`src/rtl/seq_pkg.sv`:
```
package seq_pkg;
  typedef enum logic [2:0] {
    ST_UVLO, ST_IGN, ST_S5, ST_WMAIN, ST_SETTLE, ST_SOFT, ST_S3, ST_S0
  } seqState_t;

  typedef struct packed {
    logic cntClr;
    logic cntRun;
    logic pgArm;
  } seqStrobe_t;

  typedef struct packed {
    logic ignDone;
    logic setDone;
  } seqTimer_t;

  typedef struct packed {
    logic sw;
    logic tt;
    logic aux;
    logic alw;
    logic blk;
    logic sby;
    logic ssChg;
    logic ssDis;
  } seqDrive_t;

  localparam int NUM_FLAGS = 11;
  localparam int F_VCC  = 0;
  localparam int F_EN   = 1;
  localparam int F_S3N  = 2;
  localparam int F_MAIN = 3;
  localparam int F_DONE = 4;
  localparam int F_TOP  = 5;
  localparam int F_LOW  = 6;
  localparam int F_FB   = 7;
  localparam int F_TT   = 8;
  localparam int F_AUX  = 9;
  localparam int F_FLT  = 10;
endpackage

```
`src/rtl/seq_sync.sv`:
```
module seq_sync #(
  parameter int WIDTH = 1
) (
  input  logic             clk,
  input  logic             rstN,
  input  logic [WIDTH-1:0] dIn,
  output logic [WIDTH-1:0] dOut
);
  for (genvar i = 0; i < WIDTH; i++) begin : g_bit
    logic meta;
    logic stab;
    always_ff @(posedge clk or negedge rstN) begin
      if (!rstN) begin
        meta <= 1'b0;
        stab <= 1'b0;
      end else begin
        meta <= dIn[i];
        stab <= meta;
      end
    end
    assign dOut[i] = stab;
  end
endmodule

```
`src/rtl/seq_dp.sv`:
```
module seq_dp
  import seq_pkg::*;
#(
  parameter int IGN_CYC    = 2000,
  parameter int SETTLE_CYC = 5000
) (
  input  logic       clk,
  input  logic       rstN,
  input  seqStrobe_t strobe,
  input  logic       s3S,
  input  logic       topS,
  input  logic       fbS,
  input  logic       ttS,
  input  logic       auxS,
  input  logic       fltS,
  output seqTimer_t  timer,
  output logic       pGood
);
  localparam int MAXC = (IGN_CYC > SETTLE_CYC) ? IGN_CYC : SETTLE_CYC;
  localparam int CW   = $clog2(MAXC + 1);
  localparam logic [CW-1:0] IGN_LAST = CW'(IGN_CYC - 1);
  localparam logic [CW-1:0] SET_LAST = CW'(SETTLE_CYC - 1);
  localparam logic [CW-1:0] CNT_TOP  = CW'(MAXC);

  logic [CW-1:0] cnt;

  always_ff @(posedge clk or negedge rstN) begin
    if (!rstN)                            cnt <= '0;
    else if (strobe.cntClr)               cnt <= '0;
    else if (strobe.cntRun && cnt != CNT_TOP) cnt <= cnt + 1'b1;
  end

  assign timer.ignDone = (cnt >= IGN_LAST);
  assign timer.setDone = (cnt >= SET_LAST);

  assign pGood = strobe.pgArm & s3S & topS & ~fltS & fbS & ttS & auxS;

  p_cnt_bounded_r5: assert property (@(posedge clk) disable iff (!rstN)
    strobe.cntClr |=> (cnt == '0));
endmodule

```
`src/rtl/seq_ctrl.sv`:
```
module seq_ctrl
  import seq_pkg::*;
(
  input  logic       clk,
  input  logic       rstN,
  input  logic       vccS,
  input  logic       enS,
  input  logic       s3S,
  input  logic       mainS,
  input  logic       doneS,
  input  logic       lowS,
  input  seqTimer_t  timer,
  output seqStrobe_t strobe,
  output seqDrive_t  drv
);
  seqState_t st, nxt;

  always_ff @(posedge clk or negedge rstN) begin
    if (!rstN) st <= ST_UVLO;
    else       st <= nxt;
  end

  always_comb begin
    nxt = st;
    if (!vccS) begin
      nxt = ST_UVLO;
    end else if (st != ST_UVLO && st != ST_IGN && !enS) begin
      nxt = ST_S5;
    end else begin
      case (st)
        ST_UVLO:   nxt = ST_IGN;
        ST_IGN:    if (timer.ignDone) nxt = enS ? ST_WMAIN : ST_S5;
        ST_S5:     nxt = ST_WMAIN;
        ST_WMAIN:  if (mainS) nxt = ST_SETTLE;
        ST_SETTLE: begin
          if (!mainS)                        nxt = ST_WMAIN;
          else if (timer.setDone && lowS)    nxt = ST_SOFT;
        end
        ST_SOFT:   if (doneS) nxt = (s3S && mainS) ? ST_S0 : ST_S3;
        ST_S3:     if (s3S && mainS) nxt = ST_S0;
        ST_S0:     if (!s3S) nxt = ST_S3;
        default:   nxt = ST_UVLO;
      endcase
    end
  end

  always_comb begin
    strobe.cntClr = (nxt != st);
    strobe.cntRun = (nxt == st);
    strobe.pgArm  = (st == ST_S0);
  end

  always_comb begin
    drv = '0;
    case (st)
      ST_UVLO:   drv.ssDis = 1'b1;
      ST_IGN, ST_WMAIN, ST_SETTLE: begin
        drv.alw   = 1'b1;
        drv.ssDis = 1'b1;
      end
      ST_S5: begin
        drv.alw   = 1'b1;
        drv.sby   = 1'b1;
        drv.ssDis = 1'b1;
      end
      ST_SOFT: begin
        drv.sw    = 1'b1;
        drv.alw   = 1'b1;
        drv.ssChg = 1'b1;
      end
      ST_S3: begin
        drv.sw  = 1'b1;
        drv.alw = 1'b1;
      end
      ST_S0: begin
        drv.sw    = 1'b1;
        drv.tt    = 1'b1;
        drv.aux   = 1'b1;
        drv.blk   = 1'b1;
        drv.sby   = 1'b1;
        drv.ssChg = 1'b1;
      end
      default: drv.ssDis = 1'b1;
    endcase
  end

  p_uvlo_safe_r1: assert property (@(posedge clk) disable iff (!rstN)
    !vccS |=> (!drv.sw && !drv.tt && drv.ssDis));
  p_soft_off_r3: assert property (@(posedge clk) disable iff (!rstN)
    (vccS && !enS) |=> (!drv.sw && !drv.tt && !drv.blk));
  p_sw_start_r5: assert property (@(posedge clk) disable iff (!rstN)
    $rose(drv.sw) |-> $past(timer.setDone && lowS && mainS));
  p_ldo_after_sw_r6: assert property (@(posedge clk) disable iff (!rstN)
    $rose(drv.tt) |-> $past(drv.sw));
  p_wake_gated_r9: assert property (@(posedge clk) disable iff (!rstN)
    $rose(drv.tt) |-> $past(s3S && mainS));
endmodule

```
`src/rtl/acpi_pwr_seq.sv`:
```
module acpi_pwr_seq
  import seq_pkg::*;
#(
  parameter int IGN_CYC    = 2000,
  parameter int SETTLE_CYC = 5000
) (
  input  logic clk,
  input  logic rstN,
  input  logic vccOk,
  input  logic sysEn,
  input  logic s3ReqN,
  input  logic main5vOk,
  input  logic ssDone,
  input  logic ssTop,
  input  logic outLow,
  input  logic fbInWin,
  input  logic ttInReg,
  input  logic auxInReg,
  input  logic faultSet,
  output logic swEn,
  output logic ttEn,
  output logic auxEn,
  output logic alwEn,
  output logic blkRel,
  output logic sbyOff,
  output logic ssChg,
  output logic ssDis,
  output logic pGood
);
  logic [NUM_FLAGS-1:0] rawFlags, syncFlags;
  seqStrobe_t strobe;
  seqTimer_t  timer;
  seqDrive_t  drv;

  always_comb begin
    rawFlags         = '0;
    rawFlags[F_VCC]  = vccOk;
    rawFlags[F_EN]   = sysEn;
    rawFlags[F_S3N]  = s3ReqN;
    rawFlags[F_MAIN] = main5vOk;
    rawFlags[F_DONE] = ssDone;
    rawFlags[F_TOP]  = ssTop;
    rawFlags[F_LOW]  = outLow;
    rawFlags[F_FB]   = fbInWin;
    rawFlags[F_TT]   = ttInReg;
    rawFlags[F_AUX]  = auxInReg;
    rawFlags[F_FLT]  = faultSet;
  end

  seq_sync #(.WIDTH(NUM_FLAGS)) u_sync (
    .clk(clk), .rstN(rstN), .dIn(rawFlags), .dOut(syncFlags)
  );

  seq_ctrl u_ctrl (
    .clk(clk), .rstN(rstN),
    .vccS(syncFlags[F_VCC]), .enS(syncFlags[F_EN]), .s3S(syncFlags[F_S3N]),
    .mainS(syncFlags[F_MAIN]), .doneS(syncFlags[F_DONE]), .lowS(syncFlags[F_LOW]),
    .timer(timer), .strobe(strobe), .drv(drv)
  );

  seq_dp #(.IGN_CYC(IGN_CYC), .SETTLE_CYC(SETTLE_CYC)) u_dp (
    .clk(clk), .rstN(rstN), .strobe(strobe),
    .s3S(syncFlags[F_S3N]), .topS(syncFlags[F_TOP]), .fbS(syncFlags[F_FB]),
    .ttS(syncFlags[F_TT]), .auxS(syncFlags[F_AUX]), .fltS(syncFlags[F_FLT]),
    .timer(timer), .pGood(pGood)
  );

  assign swEn   = drv.sw;
  assign ttEn   = drv.tt;
  assign auxEn  = drv.aux;
  assign alwEn  = drv.alw;
  assign blkRel = drv.blk;
  assign sbyOff = drv.sby;
  assign ssChg  = drv.ssChg;
  assign ssDis  = drv.ssDis;

  p_pg_working_r10: assert property (@(posedge clk) disable iff (!rstN)
    pGood |-> (swEn && ttEn && auxEn && blkRel && !alwEn));
endmodule

```
`config.mk`:
```
export PLATFORM = sky130hd
export DESIGN_NAME = acpi_pwr_seq
export DESIGN_NICKNAME = d
export VERILOG_FILES = /design/src/rtl/seq_pkg.sv /design/src/rtl/seq_sync.sv /design/src/rtl/seq_dp.sv /design/src/rtl/seq_ctrl.sv /design/src/rtl/acpi_pwr_seq.sv
export SDC_FILE = /design/constraint.sdc
export NUM_CORES = 1
export LEC_CHECK = 0
export ABC_AREA = 0
export BUFFER_PORTS_ARGS = -buffer_cell sky130_fd_sc_hd__buf_2
export CORE_MARGIN = 2
export CORE_UTILIZATION = 35
export DETAILED_ROUTE_END_ITERATION = 10
export HOLD_SLACK_MARGIN = 0.08
export PLACE_DENSITY = 0.5
export SLEW_MARGIN = 5
export SYNTH_ARGS = -nofsm -noshare
export SYNTH_HDL_FRONTEND = slang
export SYNTH_SLANG_ARGS = --single-unit
```
`constraint.sdc`:
```
create_clock -name clk -period 2.6 [get_ports clk]
set_input_delay 0.26 -clock clk [delete_from_list [all_inputs] [get_ports clk]]
set_output_delay 0.26 -clock clk [all_outputs]
set_load 0.02 [all_outputs]
```
After elaboration in Yosys (flattened, before gate mapping)

Cells that the tools add are included.

$lt $le $gt $ge: 2
Bitwise operators: 7
Shift-type cells: 0
Add/subtract/negate cells: 1
Reduce and logical (&&, ||, !) cells: 14
Divide/modulo/power cells: 0
$mul: 0
Eq/ne operators: 11
Muxes and demuxes: 21

Operators with widths:

| operator                                                                              | number |
|---|---|
| 3-bit two-way mux                                                                     | 9 |
| 13-bit two-way mux                                                                    | 2 |
| 3-bit one-hot mux with 8 select lines                                                 | 1 |
| 13-bit by 1-bit adder with 13-bit output, second input constant                       | 1 |
| 13-bit by 11-bit greater-or-equal comparator with 1-bit output, second input constant | 1 |
| 13-bit greater-or-equal comparator, second input constant                             | 1 |
| 13-bit inequality test, second input constant                                         | 1 |
| 3-bit equality test, second input constant                                            | 4 |
| 1-bit two-way mux                                                                     | 8 |
| 1-bit AND                                                                             | 6 |
| 3-bit by 2-bit equality test with 1-bit output, second input constant                 | 2 |
| 6-bit OR reduction                                                                    | 1 |
| 1-bit logical AND                                                                     | 5 |
| 5-bit OR reduction                                                                    | 1 |
| 2-bit OR reduction                                                                    | 2 |
| 3-bit by 1-bit equality test with 1-bit output, second input constant                 | 1 |
| 3-bit equality test                                                                   | 1 |
| 3-bit zero test                                                                       | 1 |
| 3-bit by 1-bit inequality test with 1-bit output, second input constant               | 1 |
| 3-bit inequality test                                                                 | 1 |
| 3-bit nonzero test                                                                    | 1 |
| 3-bit OR reduction                                                                    | 1 |
| 2-bit two-way mux                                                                     | 1 |
| 2-bit nonzero test                                                                    | 1 |
| other kinds (2)                                                                       | 2 |

Output and inout bits: 9
Bits in latches: 0
Memory bits (read-only): 0
Logic and storage cells: 80
RAM bits: 0
Register bits after elaboration: 38
Bits of input ports: 13
Memories: 0

Logic depth before layout (Yosys ltp)

Gate-level depths: netlist (run 1).

Depth after elaboration: 11
Depth in mapped cells: 7
Mapped depth without buffers: 7

Modules after synthesis

From an unflattened synthesis (run 1), not the netlist that was laid out.

Cells, all modules: 170
Area, all modules: 1808.0 um^2

Modules (own cells, without submodules):

| module   | sequential area each (um^2) | area each (um^2) | cells each | times used |
|---|---|---|---|---|
| seq_dp   | 325.3                       | 759.5            | 80         | 1 |
| seq_sync | 550.5                       | 633.1            | 33         | 1 |
| seq_ctrl | 75.1                        | 415.4            | 57         | 1 |

Worst setup path after synthesis (run 1)

No wires, ideal clock.

Path kind: register to output
From: register u_ctrl.st[2]
To: output port pGood
Required time: 2340 ps
Path buffers: 2
Arrival: 1757 ps
Cell stages (with the launch flop): 6
Slack: 583 ps
Path through: dfrtp_1 > buf_4 > and2_1 > clkbuf_1 > nand3_1 > nor4b_1

Cells in the longest elaborated chain, start to end: 7

Ends and longest elaborated chain:

| what                     | RTL line           | source |
|---|---|---|
| start: declaration       | seq_ctrl.sv:16     | `seqState_t st, nxt;` |
| start signal: assignment | seq_ctrl.sv:20     | `else st <= nxt;` |
| 3-bit equality test      | seq_ctrl.sv:50     | `strobe.pgArm = (st == ST_S0);` |
| 1-bit AND (6 in series)  | seq_dp.sv:36       | `assign pGood = strobe.pgArm & s3S & topS & ~fltS & fbS & ttS & auxS;` |
| end: declaration         | acpi_pwr_seq.sv:28 | `output logic pGood` |

No other way between the ends.

Worst setup path in the final report (run 1)

Same ends and word-level chain as after synthesis.

==> metrics.md, run 1 <==
| Metric | Value |
|---|---|
| Vias in the first global route | 1286 |
| Final Routed Wirelength | 3510 µm |
| DP HPWL | 2500 µm |
| Number of synthesized flops with an enable pin | 0 |
| Synth Instances | 169 |
| Critical path required time | 2.34 ns |
| Largest net degree at the start of global routing | 39 |
| Sequential share of the synthesized area | 51.4% |
| DR pass1 iterations | 4 |
| Fmax achieved | 460 MHz |
| Leakage | 0.953 nW |
| Status | completed |
| First-pass GRT wire length | 6000 µm |
| Post-DP Area | 1970 µm² |
| Initial DRC Count | 103 |
| CP Launch Type | flop |
| Ranking of synthesized cells by area | dfrtp_1 (51%), nor3_2 (5.4%), xor2_1 (3.3%), a21oi_1 (2.2%), nand3_1 (2.2%) |
| GPL Wtd Cong | 0.783 |
| Yosys top cell area share | 51.4% |
| Yosys warning count | 0 |
| Layout Nets | 212 |
| Vias/cell | 5.04 |
| HP Class | in -> async |
| Clock Skew | 0.00655 ns |
| Initial antenna violation count | 0 |
| CTS sink count | 38 |
| GR Util All Layers | 12.9% |
| Cell variety after synth | 47 |
| Total CTS buffers | 5 |
| Placeable Area | 5110 µm² |
| Die X | 76.7 µm |
| Die H | 76.7 µm |
| Pins Over Slew Limit | 0 |
| I/O pin total | 22 |
| Max-cap violation count | 0 |
| # setup viols final | 0 |
| Clk_lat worst skew | 0.28 ns |
| IO buf count | 21 |
| Critical path arrival | 1.92 ns |
| Clk buf depth | 2 |
| Fin. Hold Viols | 0 |
| Share of cells above drive strength 1 | 25.4% |
| Number of synthesized register bits | 38 |
| DIE AREA | 5890 µm² |
| Tightest Pin Transition | 0.807 ns |
| Biggest area consumer among synthesized cells | dfrtp_1 |
| Worst Setup End Kind | output pin |
| Max IR drop VDD | 0.000293 V |
| Net Count, Synth | 184 |
| CP Class | reg -> out |
| Register Area | 951 µm² |
| Fin area | 2190 µm² |
| Primary FF master, synth | dfrtp_1 |
| Area of the multi-input gates | 798 µm² |
| Post-synthesis cell area | 1850 µm² |
| Final min period | 2.18 ns |
| Initial Util | 36.2% |
| Routed via count | 1346 |
| Worst-path clk slew | 0.07 ns |
| Pwr Total | 1.25 mW |
| Crit share post-route | 83.7% |
| Max transition margin | 46.2% |
| Global route overflow | 0 |
| ANT nets after route | 0 |
| Clock Tree Root | clkbuf_8 |
| Fillers | 500 |
| Power Dens Cells | 569 nW/µm² |
| Crit path max fanout | 19 |
| Ys async rst share | 100% |
| WL per Instance | 13.1 µm |
| Avg Cell Area, Syn | 10.9 µm² |
| # DRC | 0 |
| Synth-to-Final Area Change | 18.6% |
| Setup TNS | 0 ns |
| H-tree depth | 2 |
| Site Rows | 26 |
| CTS tree | done |
| Antenna Cells | 0 |
| Unrepaired setup endpoints after global routing | no |
## sequential cells by signal, indices dropped and copies added, names as in the netlist
register / cells
u_ctrl.st: 3
u_dp.cnt: 13
u_sync.g_bit.meta: 11
u_sync.g_bit.stab: 11
## final cells by class
type	count	share of cell area [%]
inverters	6	1.03
repair buffers	33	10.1
clock buffers	6	3.76
clock inverters	1	1.37
well taps	70	3.99
multi-input cells	113	36.4
flip-flops and latches	38	43.3
## stage by stage
stage | cells | setup slack [ns] | hold WS (ns) | utilization, %
after floorplan | 169 | 0.583 | -0.0356 | -
after global placement | 249 | 0.590 | 0.332 | 38.6
after detailed placement | 249 | 0.486 | 0.335 | 38.6
after CTS | 267 | 0.370 | 0.0925 | 43.0
after global routing | 267 | 0.227 | 0.156 | 43.0
final | 267 | 0.424 | 0.0673 | 43.0
## metal layers
metal / global-route usage, % / vias up / routed length [µm]
met5: 0 / - / 0
met4: 5.45 / 0 / 51
met3: 1.88 / 4 / 127
met2: 21.3 / 33 / 1720
met1: 16.8 / 658 / 1610
li1: - / 651 / -
## repair_timing
item,4_1_cts,5_1_grt
hold endpoints to repair,11,0
hold buffers,11,0
setup buffers,0,0
gates resized for setup,0,0
## logic make-up after synthesis
family	count (synthesis)	share of synthesized area [%]
and+or+nand+nor	61	20.6
muxes	2	1.15
adders and majority gates	2	1.35
buffers and inverters	18	5.48
DFF	38	51.4
xor gates and xnor gates	11	5.21
AOI/OAI and AO/OA	37	14.8
## worst max-delay path: stages, from the launching register on
cell	delay (ns)
dfrtp_1	0.68
and2_1	0.29
nand3_1	0.13
nor4b_1	0.32
buf_2	0.22
## cells in the mapped netlist, drive strengths merged (4+ instances only)
cell / instances
a21oi: 8
and3: 4
nor3: 13
nand3: 9
buf: 9
o211ai: 4
xor2: 7
o21ai: 8
inv: 6
nor2: 11
nand2b: 6
dfrtp: 38
xnor2: 4
nand2: 10
## path summary, 6_finish.rpt
kind	startpoint	cells past startpoint	slack (ns)	endpoint
max in group asynchronous	rstN	1	2.02	u_dp.cnt[9]
min in group clk	u_sync.g_bit[8].meta	0	0.35	u_sync.g_bit[8].stab
setup reg to reg	u_dp.cnt[0]	7	0.50	u_dp.cnt[1]
hold / removal	rstN	1	0.07	u_sync.g_bit[5].meta
hold reg to reg	u_sync.g_bit[8].meta	0	0.35	u_sync.g_bit[8].stab
setup / recovery	u_ctrl.st[2]	4	0.42	pGood
## report_power, final
part	internal, mW	switching, mW
sequential	0.619	0.0319
clock	0.307	0.188
combinational	0.0487	0.0559
total	0.974	0.276
## placed cells by master, fill, tap and decap left out, types with 2 or more instances in the layout
cell type / netlist / final
o211ai_1: 2 / 2
o21a_1: 2 / 2
o211ai_2: 2 / 2
o21ai_0: 8 / 8
nand2_1: 10 / 10
dlygate4sd3_1: 0 / 11
a211oi_2: 2 / 2
nor2_1: 10 / 10
a21oi_1: 8 / 8
ha_1: 2 / 2
xor2_1: 7 / 7
buf_2: 3 / 21
and3_1: 3 / 3
nand4_1: 2 / 2
clkbuf_8: 0 / 6
nor3_1: 3 / 3
dfrtp_1: 38 / 38
inv_1: 6 / 6
nand3_1: 8 / 8
nand2b_1: 6 / 6
xnor2_1: 4 / 4
nor3_2: 10 / 10
No activity file was read; power rests on OpenSTA's default activity.
==> run 2: changes to the inputs <==
==> constraint.sdc (replaced) <==
create_clock -name clk -period 2.1 [get_ports clk]
set_input_delay 0.21 -clock clk [delete_from_list [all_inputs] [get_ports clk]]
set_output_delay 0.21 -clock clk [all_outputs]
set_load 0.02 [all_outputs]
==> metrics.md, run 2 (synthesized netlist as in run 1, its figures left out) <==
| Metric | Value |
|---|---|
| Critical path's slowest cell | dfrtp_2 |
| Post-DP Area | 2010 µm² |
| GPL Wtd Cong | 0.793 |
| Fin cells | 274 |
| CP Class | reg -> out |
| Fmax achieved | 519 MHz |
| R2r endpoint | u_dp.cnt[7] |
| Fin. Hold Viols | 0 |
| Worst-path clk slew | 0.07 ns |
| Share of cells above drive strength 1 | 27.9% |
| WL per Instance | 12.6 µm |
| Initial Util | 36.2% |
| Unrepaired setup endpoints after global routing | no |
| Die H | 76.7 µm |
| Clk buf depth | 2 |
| Max IR drop VDD | 0.000563 V |
| # setup viols final | 0 |
| H-tree depth | 2 |
| Routed via count | 1350 |
| I/O pin total | 22 |
| Synth-to-Final Area Change | 23.0% |
| Fillers | 497 |
| Hold path cells | 0 |
| CP Launch Type | flop |
| CTS sink count | 38 |
| Max transition margin | 47.3% |
| Placed insts | 254 |
| Total CTS buffers | 5 |
| Leakage | 0.991 nW |
| CTS tree | done |
| Vias/cell | 4.93 |
| Crit share post-route | 91.8% |
| Critical path cell sequence | and2_1, nand3_1, nor4b_1, buf_2 |
| Global route overflow | 0 |
| # DRC | 0 |
| Clock Skew | 0.00378 ns |
| Slowest Stage Delay on Critical Path | 0.51 ns |
| First-pass GRT wire length | 5880 µm |
| Critical path required time | 1.89 ns |
| Post-CTS setup buffers | 0 |
| Max reg flops | 13 |
| Commonest non-fill, non-tap cell in the layout | dfrtp_1 |
| HP Class | reg -> reg |
| Largest net degree at the start of global routing | 39 |
| Site Rows | 26 |
| Initial antenna violation count | 0 |
| Placeable Area | 5110 µm² |
| IO buf count | 21 |
| Final min period | 1.93 ns |
| Vias in the first global route | 1318 |
| Critical path arrival | 1.72 ns |
| Reg2Reg Setup Slack | 0.21 ns |
| Clk_lat worst skew | 0.29 ns |
| Power Dens Cells | 739 nW/µm² |
| Tightest Pin Transition | 0.790 ns |
| Final Routed Wirelength | 3460 µm |
| Pwr Total | 1.68 mW |
| Worst hold endpoint | u_sync.g_bit[6].stab |
| Clock Tree Root | clkbuf_8 |
| Crit path max fanout | 14 |
| DR pass1 iterations | 4 |
| Hold_sp | u_sync.g_bit[6].meta |
| Fin area | 2280 µm² |
| Worst Setup End Kind | output pin |
| DP HPWL | 2450 µm |
| Layout Nets | 218 |
| Largest regs | u_dp.cnt: 13 flops, u_sync.g_bit.meta: 11 flops, u_sync.g_bit.stab: 11 flops |
| Pins Over Slew Limit | 0 |
| Worst reg-to-reg path cell count | 6 |
| Status | completed |
| Initial DRC Count | 80 |
| DIE AREA | 5890 µm² |
| ANT nets after route | 0 |
| Largest Register | u_dp.cnt |
| Antenna Cells | 0 |
| Most frequent cells in the layout | dfrtp_1 (37), buf_2 (21), dlygate4sd3_1 (12) |
| Die X | 76.7 µm |
| Worst r2r src | u_dp.cnt[0] |
| Max-cap violation count | 0 |
| GR Util All Layers | 12.6% |
-- run 2: area by class of cell --
cell class                      instances  area, µm²  area share, %
Sequential cell                        38        952           41.8
Clock inverter                          3       68.8           3.02
Multi-Input combinational cell        113        806           35.4
Inverter                                6       22.5          0.990
Timing Repair Buffer                   39        270           11.9
Tap cell                               70       87.6           3.85
Clock buffer                            5       68.8           3.02
-- run 2: stage by stage --
step | utilization (%) | hold slack, ns | setup TNS [ns] | setup WS (ns)
global placement | 39.3 | 0.319 | 0 | 0.122
global route | 44.6 | 0.360 | 0 | 0.0701
finish | 44.6 | 0.349 | 0 | 0.172
detailed placement | 39.3 | 0.319 | -0.00392 | -0.00392
floorplan | - | -0.0856 | 0 | 0.133
CTS | 44.5 | 0.353 | 0 | 0.0239
-- run 2: worst max-delay path by stage --
stage          slack, ns          from           to
2_1_floorplan       0.13  u_ctrl.st[2]        pGood
3_3_place_gp        0.12   u_dp.cnt[0]  u_dp.cnt[9]
3_5_place_dp      -0.004   u_dp.cnt[0]  u_dp.cnt[7]
4_1_cts             0.02  u_ctrl.st[2]        pGood
5_1_grt             0.07  u_ctrl.st[2]        pGood
6_report            0.17  u_ctrl.st[2]        pGood
-- run 2: worst max-delay path: cells and delay by family, from the launching register on --
family / cells / cell delay (ns)
simple gates: 3 / 0.70
flops: 1 / 0.51
buf+inv: 1 / 0.21
-- run 2: metal layers --
metal  wire [µm]  GRT usage (%)
met5           0              0
met3         100           2.59
met2        1690           21.7
met4          65           5.45
met1        1600           15.2
-- run 2: repair_timing --
action	CTS	global route
gates resized for setup	1	1
hold buffers	12	0
endpoints found under the hold margin	49	0
setup endpoints to repair	2	1
-- run 2: report_power, final --
group	internal (mW)	switching, mW
combinational	0.0748	0.0815
clock	0.476	0.256
sequential	0.766	0.0288
==> run 3: changes to the inputs <==
--- a/config.mk
+++ b/config.mk
@@ -8,10 +8,10 @@
 export ABC_AREA = 0
 export BUFFER_PORTS_ARGS = -buffer_cell sky130_fd_sc_hd__buf_2
 export CORE_MARGIN = 2
-export CORE_UTILIZATION = 35
+export CORE_UTILIZATION = 57
 export DETAILED_ROUTE_END_ITERATION = 10
 export HOLD_SLACK_MARGIN = 0.08
-export PLACE_DENSITY = 0.5
+export PLACE_DENSITY = 0.75
 export SLEW_MARGIN = 5
 export SYNTH_ARGS = -nofsm -noshare
 export SYNTH_HDL_FRONTEND = slang
==> metrics.md, run 3 (synthesized netlist as in run 1, its figures left out) <==
| Metric | Value |
|---|---|
| ANT nets after route | 0 |
| Fmax achieved | 512 MHz |
| Final Routed Wirelength | 3420 µm |
| Crit path max fanout | 19 |
| HP Class | reg -> reg |
| Initial DRC Count | 82 |
| Worst-path clk slew | 0.13 ns |
| Largest regs | u_dp.cnt: 13 flops, u_sync.g_bit.meta: 11 flops, u_sync.g_bit.stab: 11 flops |
| CP Class | reg -> out |
| Tightest Pin Transition | 0.807 ns |
| Vias/cell | 5.35 |
| Antenna Cells | 0 |
| I/O pin total | 22 |
| # setup viols final | 0 |
| Placeable Area | 3080 µm² |
| Hold_sp | u_sync.g_bit[5].meta |
| Unrepaired setup endpoints after global routing | no |
| Commonest non-fill, non-tap cell in the layout | dfrtp_1 |
| Clk buf depth | 2 |
| DIE AREA | 3720 µm² |
| Worst r2r src | u_dp.cnt[1] |
| Hold path cells | 0 |
| Total CTS buffers | 5 |
| Vias in the first global route | 1284 |
| Die X | 61.0 µm |
| H-tree depth | 2 |
| Fillers | 229 |
| Int Pwr | 1.09 mW |
| Area of the multi-input gates | 811 µm² |
| Worst Setup End Kind | output pin |
| Setup TNS | 0 ns |
| Reg2Reg Setup Slack | 0.23 ns |
| Power Dens Cells | 656 nW/µm² |
| Initial Util | 60.1% |
| Pwr Total | 1.45 mW |
| Die H | 61.0 µm |
| CTS sink count | 38 |
| Max-cap violation count | 0 |
| Comb power frac | 10.4% |
| WL per Instance | 13.7 µm |
| Worst hold endpoint | u_sync.g_bit[5].stab |
| First-pass GRT wire length | 5850 µm |
| # DRC | 0 |
| Largest net degree at the start of global routing | 39 |
| Pins Over Slew Limit | 0 |
| Max transition margin | 46.2% |
| Max IR drop VDD | 0.000512 V |
| CP Launch Type | flop |
| Seq pwr share | 55.0% |
| Critical path arrival | 1.74 ns |
| Leakage | 0.967 nW |
| IO buf count | 21 |
| Clock Skew | 0.0166 ns |
| Global route overflow | 0 |
| Largest Register | u_dp.cnt |
| CTS tree | done |
| Status | completed |
| Max reg flops | 13 |
| Clock Tree Root | clkbuf_4 |
| Share of cells above drive strength 1 | 29.3% |
| Initial antenna violation count | 0 |
| Routed via count | 1331 |
| GPL Wtd Cong | 0.812 |
| Crit share post-route | 93.0% |
| Net Sw Power | 364 µW |
| Switching part of the total | 25.1% |
| DR pass1 iterations | 4 |
| Site Rows | 20 |
| GR Util All Layers | 22.1% |
| Most frequent cells in the layout | dfrtp_1 (37), buf_2 (21), dlygate4sd3_1 (12) |
| Worst reg-to-reg path cell count | 7 |
| Layout Nets | 219 |
| Fin. Hold Viols | 0 |
| Clk_lat worst skew | 0.35 ns |
| Clock power share | 34.6% |
| DP HPWL | 2190 µm |
| R2r endpoint | u_dp.cnt[8] |
| Register Area | 952 µm² |
| Synth-to-Final Area Change | 19.6% |
| Final min period | 1.95 ns |
| Critical path required time | 1.89 ns |
## run 3: power by group through the flow
stage,logic [mW],registers (mW),clock network [mW]
floorplan,0.0925,0.800,0
global placement,0.127,0.810,0
detailed placement,0.131,0.812,0
CTS,0.149,0.797,0.512
global route,0.169,0.804,0.541
finish,0.151,0.798,0.502
## run 3: worst max path at each step
stage | slack [ns] | cells after the start | from | endpoint
2_1_floorplan | 0.13 | 5 | u_ctrl.st[2] | pGood
3_3_place_gp | 0.06 | 6 | u_dp.cnt[1] | u_dp.cnt[7]
3_5_place_dp | -0.06 | 6 | u_dp.cnt[1] | u_dp.cnt[8]
4_1_cts | 0.08 | 4 | u_ctrl.st[2] | pGood
5_1_grt | 0.05 | 4 | u_ctrl.st[1] | pGood
6_report | 0.15 | 4 | u_ctrl.st[2] | pGood
## run 3: through the flow
| step | cells | utilization (%) | hold slack [ns] | cell area (µm²) | setup WS [ns] |
|---|---|---|---|---|---|
| final | 249 | 71.9 | 0.349 | 2210 | 0.147 |
| after global routing | 249 | 71.9 | 0.366 | 2210 | 0.0456 |
| after CTS | 247 | 70.9 | 0.356 | 2180 | 0.0782 |
| after detailed placement | 227 | 64.0 | 0.319 | 1970 | -0.0560 |
| after global placement | 227 | 64.0 | 0.318 | 1970 | 0.0605 |
| after floorplan | 169 | - | -0.0856 | 1850 | 0.133 |
## run 3: worst max-delay path, cell delays in order, from the launching register on
cell,delay [ns]
dfrtp_2,0.59
and2_4,0.23
nand3_1,0.07
nor4b_1,0.28
buf_2,0.22
## run 3: final cells by class
type,instances,share of cell area (%)
Clock inverter,3,2.04
Tap cell,44,2.49
Clock buffer,5,1.70
Inverter,6,1.02
Timing Repair Buffer,40,13.1
Multi-Input combinational cell,113,36.6
Sequential cell,38,43.0
## run 3: what timing repair did
item,4_1_cts,5_1_grt
pin swaps,0,1
hold buffers,12,0
endpoints found under the hold margin,49,0
gates resized for setup,2,2
setup endpoints to repair,14,4
buffers inserted,0,2
## run 3: metal layers
metal | global-route usage [%] | vias up | wire length (µm) | part of all wire (%)
met3 | 5.97 | 4 | 164 | 4.8
met5 | 0 | - | 0 | 0
met4 | 10.6 | 0 | 34 | 0.99
met1 | 28.2 | 622 | 1590 | 46
li1 | - | 663 | - | -
met2 | 35.0 | 42 | 1630 | 48
